**config.mk**
```make
export PLATFORM = sky130hd
export DESIGN_NAME = gpio_port8
export DESIGN_NICKNAME = d
export VERILOG_FILES = /design/src/rtl/gpio_pkg.sv /design/src/rtl/gpio_ctrl.sv /design/src/rtl/gpio_dpath.sv /design/src/rtl/gpio_port8.sv
export SDC_FILE = /design/constraint.sdc
export NUM_CORES = 1
export LEC_CHECK = 0
export CAP_MARGIN = 25
export CORE_MARGIN = 3
export CORE_UTILIZATION = 46
export CTS_CLUSTER_DIAMETER = 80
export DETAILED_ROUTE_END_ITERATION = 16
export GPL_ROUTABILITY_DRIVEN = 1
export MAX_ROUTING_LAYER = met4
export PLACE_DENSITY = 0.94
export RECOVER_POWER = 100
export REMOVE_ABC_BUFFERS = 1
export SETUP_SLACK_MARGIN = 0.4
export SLEW_MARGIN = 0
export SYNTH_ARGS = -nofsm -noshare
export SYNTH_HDL_FRONTEND = slang
export SYNTH_SLANG_ARGS = --single-unit
export TNS_END_PERCENT = 30
```
**constraint.sdc**
```tcl
create_clock -name clk -period 2.32 [get_ports clk]
set_input_delay 0.464 -clock clk [delete_from_list [all_inputs] [get_ports clk]]
set_output_delay 0.464 -clock clk [all_outputs]
set_load 0.01 [all_outputs]
```
**src/rtl/gpio_pkg.sv**
```systemverilog
package gpio_pkg;
  typedef enum logic [1:0] {
    SEL_PIN  = 2'd0,
    SEL_DIR  = 2'd1,
    SEL_OUT  = 2'd2,
    SEL_NONE = 2'd3
  } regSel_e;

  typedef struct packed {
    logic wrDir;
    logic wrOut;
    logic wrToggle;
    logic rdDir;
    logic rdOut;
    logic rdPin;
  } portStrobe_t;
endpackage

```
**src/rtl/gpio_ctrl.sv**
```systemverilog
module gpio_ctrl
  import gpio_pkg::*;
(
  input  logic        [1:0] busAddr,
  input  logic              busWrEn,
  input  logic              busRdEn,
  output portStrobe_t       strobe
);
  regSel_e sel;

  always_comb begin
    sel = regSel_e'(busAddr);
    strobe = '0;
    unique case (sel)
      SEL_PIN: begin
        strobe.wrToggle = busWrEn;
        strobe.rdPin    = busRdEn;
      end
      SEL_DIR: begin
        strobe.wrDir = busWrEn;
        strobe.rdDir = busRdEn;
      end
      SEL_OUT: begin
        strobe.wrOut = busWrEn;
        strobe.rdOut = busRdEn;
      end
      SEL_NONE: strobe = '0;
      default:  strobe = '0;
    endcase
  end
endmodule

```
**src/rtl/gpio_dpath.sv**
```systemverilog
module gpio_dpath
  import gpio_pkg::*;
#(
  parameter int WIDTH       = 8,
  parameter int SYNC_STAGES = 2
) (
  input  logic              clk,
  input  logic              rstN,
  input  portStrobe_t       strobe,
  input  logic [WIDTH-1:0]  wrData,
  input  logic              pullupDisable,
  input  logic              sleepReq,
  input  logic [WIDTH-1:0]  padIn,
  output logic [WIDTH-1:0]  rdData,
  output logic [WIDTH-1:0]  padOutEn,
  output logic [WIDTH-1:0]  padOut,
  output logic [WIDTH-1:0]  padPullEn
);
  localparam int LAST = SYNC_STAGES - 1;

  logic [WIDTH-1:0] dirReg;
  logic [WIDTH-1:0] outReg;
  logic [WIDTH-1:0] gatedIn;
  logic [WIDTH-1:0] syncStage [SYNC_STAGES];

  always_ff @(posedge clk or negedge rstN) begin
    if (!rstN) begin
      dirReg <= '0;
    end else if (strobe.wrDir) begin
      dirReg <= wrData;
    end
  end

  always_ff @(posedge clk or negedge rstN) begin
    if (!rstN) begin
      outReg <= '0;
    end else if (strobe.wrOut) begin
      outReg <= wrData;
    end else if (strobe.wrToggle) begin
      outReg <= outReg ^ wrData;
    end
  end

  assign gatedIn = sleepReq ? '0 : padIn;

  for (genvar s = 0; s < SYNC_STAGES; s++) begin : g_sync
    always_ff @(posedge clk or negedge rstN) begin
      if (!rstN) begin
        syncStage[s] <= '0;
      end else begin
        syncStage[s] <= (s == 0) ? gatedIn : syncStage[(s == 0) ? 0 : s - 1];
      end
    end
  end

  for (genvar i = 0; i < WIDTH; i++) begin : g_pin
    assign padOutEn[i]  = dirReg[i];
    assign padOut[i]    = outReg[i];
    assign padPullEn[i] = ~dirReg[i] & outReg[i] & ~pullupDisable;
  end

  always_comb begin
    rdData = '0;
    if (strobe.rdDir) rdData = dirReg;
    if (strobe.rdOut) rdData = outReg;
    if (strobe.rdPin) rdData = syncStage[LAST];
  end
endmodule

```
**src/rtl/gpio_port8.sv**
```systemverilog
module gpio_port8
  import gpio_pkg::*;
#(
  parameter int WIDTH       = 8,
  parameter int SYNC_STAGES = 2
) (
  input  logic             clk,
  input  logic             rstN,
  input  logic [1:0]       busAddr,
  input  logic             busWrEn,
  input  logic             busRdEn,
  input  logic [WIDTH-1:0] busWrData,
  output logic [WIDTH-1:0] busRdData,
  input  logic             pullupDisable,
  input  logic             sleepReq,
  input  logic [WIDTH-1:0] padIn,
  output logic [WIDTH-1:0] padOutEn,
  output logic [WIDTH-1:0] padOut,
  output logic [WIDTH-1:0] padPullEn
);
  portStrobe_t strobe;

  gpio_ctrl u_ctrl (
    .busAddr (busAddr),
    .busWrEn (busWrEn),
    .busRdEn (busRdEn),
    .strobe  (strobe)
  );

  gpio_dpath #(
    .WIDTH       (WIDTH),
    .SYNC_STAGES (SYNC_STAGES)
  ) u_dpath (
    .clk           (clk),
    .rstN          (rstN),
    .strobe        (strobe),
    .wrData        (busWrData),
    .pullupDisable (pullupDisable),
    .sleepReq      (sleepReq),
    .padIn         (padIn),
    .rdData        (busRdData),
    .padOutEn      (padOutEn),
    .padOut        (padOut),
    .padPullEn     (padPullEn)
  );
endmodule

```
==> impl_metrics.tcl, run 1 <==
set metrics [dict create \
    grt_pass1_vias 1219 \
    hold_violations 0 \
    io_pins 56 \
    start_kind "input port" \
    synth_warnings 0 \
    hold_path_class "reg -> reg" \
    yosys.area.top_type "dfrtp_1" \
    htree_levels 2 \
    wl_per_cell_um 18.5 \
    rows 19 \
    grt.total_usage 0.239 \
    place_inst 209 \
    leakage_nw 0.952 \
    seq_area_frac_synth 0.566 \
    multi_input_area_um2 603 \
    drive_above_1_share 0.191 \
    first_pass_iters 4 \
    regArea_um2 801 \
    drtIter0Drc 99 \
    path_max_fanout 7 \
    cts_root_buffer "clkbuf_4" \
    layout_common_cells "dfrtp_1, dlygate4sd3_1, clkdlybuf4s50_1" \
    min_period_over_period 0.919 \
    dp_hpwl_um 2680 \
    peakVddDrop_uv 505 \
    crit_arrival_ps 1670 \
    finalNonFillerCells 219 \
    cts_num_sinks 32 \
    synth_cells 117 \
    nNetsFinal 211 \
    cts-buffers-inserted 5 \
    ys_ff_latch 32 \
    post-route-min-period_ps 2130 \
    slew_headroom 0.496 \
    criticalPathCategory "in -> out" \
    io_buffers 55 \
    synthDistinctLibCells 22 \
    die_y_um 61.4 \
    die_w_um 61.4 \
    netlist.area_leader.share 0.566 \
    antenna_found_initial 0 \
    worst_hold_slack_ps 352 \
    die_area_um2 3770 \
    num_vias 1266 \
    power_per_cell_area_nw_per_um2 705 \
    synthesis.area_um2 1410 \
    fmax_mhz 469 \
    wl_um 4060 \
    crit_required_ps 1860 \
    final_common_cell "dfrtp_1" \
    clkTransAtPathRegs_ps 90 \
    grt_max_degree 33 \
    cap_violations 0 \
    grt.overflow.total 0 \
    area_delta_synth_final_pct 51.4 \
    initial_core_util 0.496 \
    avgSynthCellArea_um2 12.1 \
    status "finished clean" \
    diodes 0 \
    drc_errors 0 \
    clk_latency_ps 320 \
    finClkSkew_ps 2.10 \
    grt_pass1_wl_um 6020 \
    crit_path_end_kind "output pin" \
    rsz0062_at_grt "true" \
    drt-vias-per-instance 5.78 \
    ant_nets 0 \
    worst_pin_slew_ps 756 \
    tritoncts "done" \
    coreArea_um2 2850 \
    setup_viol_count_final 0 \
    place_congestion 0.908 \
    synth.area.top_cells "dfrtp_1, mux2_2, mux2i_1" \
    n_fill_cell 198 \
    slew_viol_final 0 \
    clockBufferDepth 2 \
]
[where the power goes]
group / total [mW] / internal [mW] / leakage (nW) / switching [mW]
Sequential: 0.682 / 0.618 / 0.402 / 0.0641
Combinational: 0.355 / 0.196 / 0.499 / 0.159
Clock: 0.472 / 0.286 / 0.0515 / 0.186
[per-stage QoR]
stage	power (mW)	setup TNS, ps	instance area [µm²]	setup slack, ps	utilization
finish	1.51	0	2140	187	0.750
global route	1.58	0	2140	150	0.750
CTS	1.54	0	2200	326	0.770
detailed placement	1.07	-1480	2050	-230	0.720
global placement	1.05	-1130	2050	-175	0.720
floorplan	0.818	0	1380	888	-
[final timing paths]
path	startpoint	slack, ps	end	depth (start not counted)
worst min-delay path	u_dpath.syncStage[15]	350	u_dpath.syncStage[7]	0
worst max-delay path	busRdEn	190	busRdData[4]	5
min in group asynchronous	rstN	710	u_dpath.padOutEn[4]	2
max in group asynchronous	rstN	1120	u_dpath.syncStage[11]	2
worst max register to register	u_dpath.padOutEn[1]	1370	u_dpath.padOutEn[1]	1
worst min register to register	u_dpath.syncStage[15]	350	u_dpath.syncStage[7]	0
[per-layer routing]
layer  up-vias  global-route usage  share of wire
met2        76               0.418           0.53
met1       599               0.251           0.36
li1        568                   -              -
met3        23              0.0545          0.076
met4         0               0.121          0.040
met5         -                   -              0
[synthesized netlist by cell type]
library cell / n
dfrtp_1: 32
nor2b_1: 9
mux2_2: 8
mux2i_1: 8
nor3b_1: 8
a21oi_1: 6
nand2_1: 6
nor2_1: 6
o22ai_1: 6
a311oi_1: 5
nand2b_1: 4
o21ai_0: 4
a32o_1: 2
and2_1: 2
clkbuf_1: 2
nand3b_1: 2
nand3b_2: 2
a311oi_2: 1
buf_2: 1
buf_4: 1
buf_6: 1
nor2b_2: 1
[timing repair]
item / in CTS / in global routing
setup buffers: 2 / 0
endpoints found under the setup margin: 16 / 13
endpoints found under the hold margin: 0 / 0
pin swaps: 0 / 0
resized for setup: 47 / 9
hold buffers: 0 / 0
[kinds of logic (layout without fill, tap and decap cells)]
| kind of cell | after synthesis | in the layout | synth area share |
|---|---|---|---|
| flip-flops | 32 | 32 | 0.566 |
| buffers and inverters | 5 | 76 | 0.0221 |
| AND/OR/NAND/NOR | 40 | 40 | 0.173 |
| AO/OA/AOI/OAI | 24 | 24 | 0.118 |
| multiplexers | 16 | 16 | 0.120 |
[registers in the layout, indices dropped and copies added, names as in the netlist]
register	cells
u_dpath.syncStage	16
u_dpath.padOut	8
u_dpath.padOutEn	8
[cell type report]
type / count / share of cell area
Clock buffer: 7 / 0.0304
Clock inverter: 1 / 0.0140
Multi-Input combinational cell: 80 / 0.282
Sequential cell: 32 / 0.374
Tap cell: 31 / 0.0181
Timing Repair Buffer: 68 / 0.282
[worst max-delay path, stage by stage]
cell	delay (ps)
dlygate4sd2_1	280
clkbuf_1	280
nand2_1	140
o22ai_1	230
clkdlybuf4s15_2	280
Note: power is estimated with default switching activity, not from simulation.
==> run 2: changes to the inputs <==
CORE_UTILIZATION = 65   (was 46)
DONT_BUFFER_PORTS = 1   (was default)
PLACE_DENSITY = 0.91   (was 0.94)
SYNTH_HIERARCHICAL = 1   (was default)
TNS_END_PERCENT = 50   (was 30)
==> impl_metrics.tcl, run 2 <==
set metrics [dict create \
    worst_r2r_path_depth 2 \
    slew_headroom 0.464 \
    drive_above_1_share 0.153 \
    synth_warnings 6 \
    rsz0062_at_grt "false" \
    drc_errors 0 \
    die_y_um 54.8 \
    ys.flop_type "dfrtp_1" \
    yosys.area.top_type "dfrtp_1" \
    worst_hold_slack_ps 197 \
    largest_reg_flops 16 \
    synth.area.mux_share 0.0581 \
    final_common_cell "dfrtp_1" \
    crit_required_ps 1860 \
    hold_path_depth 1 \
    crit_top_cell "a21oi_1" \
    rows 17 \
    fmax_mhz 507 \
    grt_max_degree 33 \
    start_kind "input port" \
    synth.area.top_cells "dfrtp_1, nor2b_1, mux2_2" \
    seq_area_frac_synth 0.517 \
    clockBufferDepth 2 \
    crit_chain "nor3b_4, clkbuf_1, a21oi_1, a21oi_1" \
    cts_root_buffer "clkbuf_4" \
    place_congestion 0.744 \
    nNetsFinal 167 \
    tritoncts "done" \
    slew_viol_final 0 \
    ant_nets 0 \
    cts-buffers-inserted 5 \
    synth_edf_count 0 \
    grt_pass1_wl_um 4750 \
    first_pass_iters 4 \
    drt-vias-per-instance 6.47 \
    hold_violations 0 \
    min_period_over_period 0.851 \
    async_flop_share 1.00 \
    die_w_um 54.8 \
    io_buffers 0 \
    synth.most_common_cell "dfrtp_1" \
    netlist.area_leader.share 0.517 \
    cpPeakStageDelay_ps 400 \
    grt_pass1_vias 1051 \
    n_fill_cell 156 \
    synth_compound_gate_area_share 0.134 \
    synthSimpleGateAreaFrac 0.231 \
    num_vias 1112 \
    power_per_cell_area_nw_per_um2 799 \
    die_area_um2 3010 \
    synth-xor-area-share 0 \
    drtIter0Drc 29 \
    worst_pin_slew_ps 804 \
    cts_num_sinks 32 \
    coreArea_um2 2230 \
    regMostFlops "u_dpath/syncStage" \
    clk_latency_ps 320 \
    grt.overflow.total 0 \
    peakVddDrop_uv 543 \
    path_max_fanout 10 \
    wl_per_cell_um 19.8 \
    initial_core_util 0.694 \
    setup_viol_count_final 0 \
    dp_hpwl_um 2340 \
    total_power_mw 1.32 \
    synth_top_family_by_area "simple AND/OR/NAND/NOR gates" \
    grt.total_usage 0.241 \
    crit_arrival_ps 1510 \
    ys_ff_latch 32 \
    status "finished clean" \
    wl_um 3410 \
    cp_slowest_cell "clkbuf_1" \
    area_delta_synth_final_pct 6.94 \
    antenna_found_initial 0 \
    cap_violations 0 \
    criticalPathCategory "in -> out" \
    layout_common_cells "dfrtp_1, nor2b_1, a21oi_1" \
    clkTransAtPathRegs_ps 100 \
    leakage_nw 0.759 \
    synthesis.area_um2 1550 \
    post-route-min-period_ps 1970 \
    io_pins 56 \
    finClkSkew_ps 3.72 \
    synthAdderAreaFrac 0 \
    htree_levels 2 \
    synth_cells 140 \
    fin_tns_setup_ps 0 \
    crit_path_end_kind "output pin" \
    synth_commonest_cells "dfrtp_1, nor2b_1, a21oi_1, inv_1" \
    avgSynthCellArea_um2 11.1 \
    synthDistinctLibCells 22 \
    diodes 0 \
    hold_path_class "in -> reg" \
]
run 2: cell types whose count changed in the layout (fill, tap and decap cells not counted), moves of 7 or more:
| cell | delta |
|---|---|
| dlygate4sd3_1 | -18 |
| clkdlybuf4s50_1 | -17 |
| inv_1 | +12 |
| a21oi_1 | +10 |
| dlygate4sd2_1 | -8 |
| mux2i_1 | -8 |
| nor2b_1 | +8 |
| clkbuf_1 | -7 |
run 2: final timing paths:
path	start	end	slack, ps
max	busAddr[1]	busRdData[0]	350
min	sleepReq	u_dpath/syncStage[13]	200
max reg2reg	u_dpath/padOut[6]	u_dpath/padOut[6]	1240
min reg2reg	u_dpath/syncStage[14]	u_dpath/syncStage[6]	360
max in group asynchronous	rstN	u_dpath/padOut[7]	1560
min in group asynchronous	rstN	u_dpath/padOut[5]	590
run 2: metal layers:
metal	part of all wire	global-route usage	vias to the layer above
li1	-	-	500
met1	0.36	0.242	547
met2	0.54	0.417	61
met3	0.089	0.0817	4
met4	0.0085	0.108	0
met5	0	-	-
run 2: cells by family after synthesis:
logic type             after synthesis
AND/OR/NAND/NOR                     50
buffers and inverters               20
AO/OA/AOI/OAI                       30
flip-flops                          32
multiplexers                         8
run 2: report_power, final:
part           internal (mW)  total [mW]  switching [mW]
sequential             0.627       0.727           0.100
clock                  0.225       0.408           0.184
combinational         0.0874       0.189           0.102
total                  0.939        1.32           0.385
run 2: cell type report:
class                      count  area (µm²)  area share
tap                           28        35.0      0.0211
clock inverter                 3        42.5      0.0257
sequential                    32         801       0.483
timing repair buffer           4        41.3      0.0249
clock buffer                   5        37.5      0.0226
inverter                      12        45.0      0.0272
multi-input combinational     88         656       0.395
run 2: critical path, delay by kind of cell:
family,cells,cell delay (ps)
buffers and inverters,1,400
AO/OA/AOI/OAI,2,360
AND/OR/NAND/NOR,1,290
run 2: timing repair:
item | in CTS | in global routing
hold endpoints to repair | 32 | 0
setup buffers | 0 | 0
hold buffers | 2 | 0
endpoints found under the setup margin | 0 | 8
resized for setup | 0 | 2
run 2: per-stage QoR:
stage	cell area, µm²	std cells	setup slack, ps	util
after floorplan	1500	132	262	-
after global placement	1560	162	440	0.697
after detailed placement	1560	162	418	0.697
after CTS	1670	172	416	0.746
after global routing	1660	172	247	0.742
final	1660	172	347	0.742
